## config.mk

```make
export PLATFORM = sky130hd
export DESIGN_NAME = tpb
export DESIGN_NICKNAME = d
export VERILOG_FILES = /design/src/rtl/tpb.sv
export SDC_FILE = /design/constraint.sdc
export NUM_CORES = 2
export LEC_CHECK = 0
export BUFFER_PORTS_ARGS = -buffer_cell sky130_fd_sc_hd__clkbuf_2
export CAP_MARGIN = 15
export CELL_PAD_IN_SITES_DETAIL_PLACEMENT = 1
export CELL_PAD_IN_SITES_GLOBAL_PLACEMENT = 1
export CORE_MARGIN = 5
export CORE_UTILIZATION = 35
export DETAILED_ROUTE_END_ITERATION = 7
export PLACE_DENSITY_LB_ADDON = 0.15
export RECOVER_POWER = 100
export REMOVE_ABC_BUFFERS = 1
export SLEW_MARGIN = 20
export SYNTH_ARGS = -nofsm -noshare
export SYNTH_HDL_FRONTEND = slang
export SYNTH_SLANG_ARGS = --single-unit
```

## constraint.sdc

```tcl
create_clock -name clk -period 12.1 [get_ports clk]
set_input_delay 1.21 -clock clk [delete_from_list [all_inputs] [get_ports clk]]
set_output_delay 1.21 -clock clk [all_outputs]
set_load 0.01 [all_outputs]
```

## src/rtl/tpb.sv

```systemverilog
module tpb #(
  parameter int ENTRIES = 32,
  parameter int ADDR_W  = 16,
  parameter int DATA_W  = 32
) (
  input  logic              clk,
  input  logic              rst_n,
  input  logic              fl_valid,
  input  logic [ADDR_W-1:0] fl_addr,
  input  logic [DATA_W-1:0] fl_data,
  input  logic              lk_valid,
  input  logic [ADDR_W-1:0] lk_addr,
  output logic              hit,
  output logic [DATA_W-1:0] hit_data,
  output logic              wake,
  output logic              stall
);
  logic [ENTRIES-1:0] avail, take, match, place, avail_nx;
  logic [ADDR_W-1:0]  tag  [ENTRIES];
  logic [DATA_W-1:0]  blk  [ENTRIES];

  always_comb begin
    hit_data = '0;
    for (int i = 0; i < ENTRIES; i++) begin
      take[i]  = lk_valid && !avail[i] && tag[i] == lk_addr;
      match[i] = fl_valid && !avail[i] && !take[i] && tag[i] == fl_addr;
      if (take[i]) hit_data = blk[i];
    end
  end

  assign hit  = |take;
  assign wake = lk_valid && !hit;

  always_comb begin
    logic found;
    found = 1'b0;
    place = '0;
    if (fl_valid && !(|match)) begin
      for (int i = 0; i < ENTRIES; i++) begin
        if (!found && (avail[i] || take[i])) begin
          place[i] = 1'b1;
          found    = 1'b1;
        end
      end
    end
  end

  assign avail_nx = (avail | take) & ~place;

  always_ff @(posedge clk) begin
    if (!rst_n) begin
      avail <= '1;
      stall <= 1'b0;
    end else begin
      avail <= avail_nx;
      stall <= ~|avail_nx;
    end
  end

  always_ff @(posedge clk) begin
    for (int i = 0; i < ENTRIES; i++) begin
      if (place[i] || match[i]) begin
        tag[i] <= fl_addr;
        blk[i] <= fl_data;
      end
    end
  end
endmodule

```

==> reports/metrics.yaml <==
clock_network:
  root_buffer: "clkbuf_16"
  clk_pin_slew_ns: 0.06
  cts_sinks: 1569
  cts_tree: "built"
  cts_max_level: 4
  clock_path_buffers: 3
  post_cts_buffers: 0
  clock_latency_ns: 0.84
  cts_resized: 0
  cts_buffers: 174
  hold_buffers: 0
global_routing:
  grt_pass1_wl_um: 342000
  antenna_found_initial: 7
  grt_overflow: 0
  grt_pass1_vias: 46000
  grt_max_degree: 70
  track_usage: 0.224
layout:
  layout_common_cells: "1,536 x edfxtp_1, 594 x xor2_1, 427 x xnor2_1"
  syn_to_final_growth_pct: 12.8
  layout-drive-gt1-share: 0.0797
  nets: 5323
  nFillCells: 20500
  final_cells: 8052
  layout_commonest_cell: "edfxtp_1"
hold_path:
  hold_class: "flop to flop"
floorplanning:
  ioPinCount: 103
  core_um2: 199000
  fp-row-count: 164
  dieArea_um2: 209000
  die_w_um: 457
  start_util: 0.351
  die_h_um: 457
setup_path:
  critPathMaxFanout: 51
  cp.arrival_ns: 10.32
  reg2reg_depth: 12
  crit_required_ns: 12.55
  rrSetupSlack_ns: 4.91
  worst-path-stages: 14
  crit_chain: "clkbuf_1, clkbuf_1, xnor2_1, nand4_1, nor4_1, and4_1, or4_1, or4_1, or4b_4, nor2_1, and3_1, nand3_1, o21bai_4, buf_4"
  cp_slowest_cell: "clkbuf_1"
  cp.buffers_inverters: 3
  crit_type: "input pin to flop"
  end_kind: "flop"
  worst_setup_path_start_kind: "input pin"
  reg2reg_to: "blk[1][69]"
  crit_family: "buffers and inverters"
  max_stage_delay_ns: 3.29
  critPathCapture: "blk[1][417]"
  timing.rr.start: "tag[0][4]"
  startpoint: "fl_addr[10]"
sta:
  period_share: 0.816
  min_period_ns: 9.87
  setup_slack_ns: 2.23
  rsz0062_at_grt: "false"
  max_freq_mhz: 101
  slew_viol_final: 2079
  relSlewSlack: -2.08
  tightest_slew_ns: 4.62
  skew_ns: 0.0415
  hold_viol_final: 0
  setup_viol: 0
routing:
  ant_nets: 0
  avgViaCountPerCell: 5.49
  wl_per_cell_um: 29.8
  drc: 0
  num_vias: 44200
  drt_iter0_drc: 3340
  dr.pass1.iters: 7
  wirelength_um: 240000
power:
  powerDensity_nw_per_um2: 147
  vdd_drop_max_mv: 0.159
  p_leak_nw: 25.6
synthesis:
  yosys_warnings: 0
  syn_area_um2: 69800
  ys_ff_latch: 1569
  syn_avg_cell_area_um2: 13.5
  yosysUniqueCellTypes: 71
  ys_async_sr_fraction: 0
  synthFlopType: "edfxtp_1"
  synth_edf_count: 1536
  syn_inst: 5158
  ys_seq_area_frac: 0.670
flow_run:
  maxCapViolations: 71
status:
  violations: "max-capacitance violations, max-slew violations"
  run_status: "finished with violations"
placement:
  portBuffers: 102
  post-dp-hpwl_um: 145000
  gp_congestion: 0.839
  place_ws_ns: 3.77
  place_inst: 7735
==> layer usage <==
metal  global-route usage  wire, µm
met5                    0         0
met3               0.0265      9210
met1                0.303    107000
met2                0.378    115000
met4               0.0674      7850
==> state kept, by name, indices dropped and copies added (netlist names) <==
name and count:
tag 512, avail 32, blk 1024, stall 1
==> cell families after synthesis <==
logic type      Yosys count  share of synthesized area
flops                  1569                      0.670
simple gates           1263                     0.0908
compound gates          892                     0.0806
xor+xnor               1021                      0.128
mux                      39                    0.00570
fa+ha+maj                 3                   0.000430
buf+inv                 371                     0.0242
==> synthesized netlist by cell type (all sizes together), types with 5 or more instances <==
library cell,instances,share of area
clkbuf,200,0.011
o211ai,31,0.0033
a21o,36,0.0039
edfxtp,1536,0.66
nor2b,6,0.00054
mux2i,33,0.0047
xor2,594,0.075
nor3,117,0.0085
inv,38,0.0020
o221ai,30,0.0038
a21boi,31,0.0033
and2,9,0.00081
a31oi,38,0.0034
a2111oi,35,0.0045
mux2,6,0.00097
a21oi,311,0.022
o31a,5,0.00063
dfxtp,33,0.0095
o2111ai,28,0.0035
nand2b,17,0.0015
nor2,205,0.011
xnor2,427,0.054
nand3,160,0.011
nand4,136,0.012
buf,132,0.011
or4,39,0.0042
o21ai,207,0.015
and3,65,0.0058
or2,6,0.00054
nor4,140,0.013
or3,16,0.0014
o21bai,7,0.00075
a22oi,7,0.00075
o31ai,12,0.0013
nand2,336,0.018
a221oi,86,0.011
==> where the power goes <==
group	internal, mW	switching [mW]	total (mW)
logic	0.118	0.351	0.468
registers	5.99	0.00842	6.00
clock network	2.86	2.26	5.11
==> through the flow <==
stage	utilization	hold WS (ns)	cell area (µm²)	setup TNS (ns)	total power [mW]
5_1_grt	0.396	0.692	78700	0	12.0
2_1_floorplan	-	0.512	68300	-26.53	6.27
3_3_place_gp	0.370	0.622	73700	0	6.58
3_5_place_dp	0.370	0.622	73700	0	6.59
6_report	0.396	0.646	78800	0	11.6
4_1_cts	0.397	0.646	79100	0	11.7
==> worst min path at each step <==
stage	to	startpoint	cells past startpoint	slack (ns)
6_report	avail[30]	avail[30]	2	0.65
5_1_grt	avail[30]	avail[30]	2	0.69
4_1_cts	avail[30]	avail[30]	2	0.65
3_5_place_dp	avail[30]	avail[30]	2	0.62
3_3_place_gp	avail[30]	avail[30]	2	0.62
2_1_floorplan	avail[5]	avail[4]	2	0.51
==> final cells by class <==
class                           count  area [µm²]  share of cell area
Antenna cell                        3        7.51           0.0000953
Clock buffer                      231        4680              0.0595
Clock inverter                     83         714             0.00907
Inverter                           39         146             0.00186
Multi-Input combinational cell   3218       21700               0.275
Sequential cell                  1569       46800               0.594
Tap cell                         2656        3320              0.0422
Timing Repair Buffer              253        1410              0.0179
==> worst register-to-register path: cells and delay by family, from the launching register on <==
family | cells | cell delay (ns)
and+or+nand+nor | 9 | 4.54
buffers and inverters | 1 | 0.85
DFF | 1 | 0.45
xor gates and xnor gates | 1 | 0.35
muxes | 1 | 0.29
Note: power is estimated with default switching activity, not from simulation.
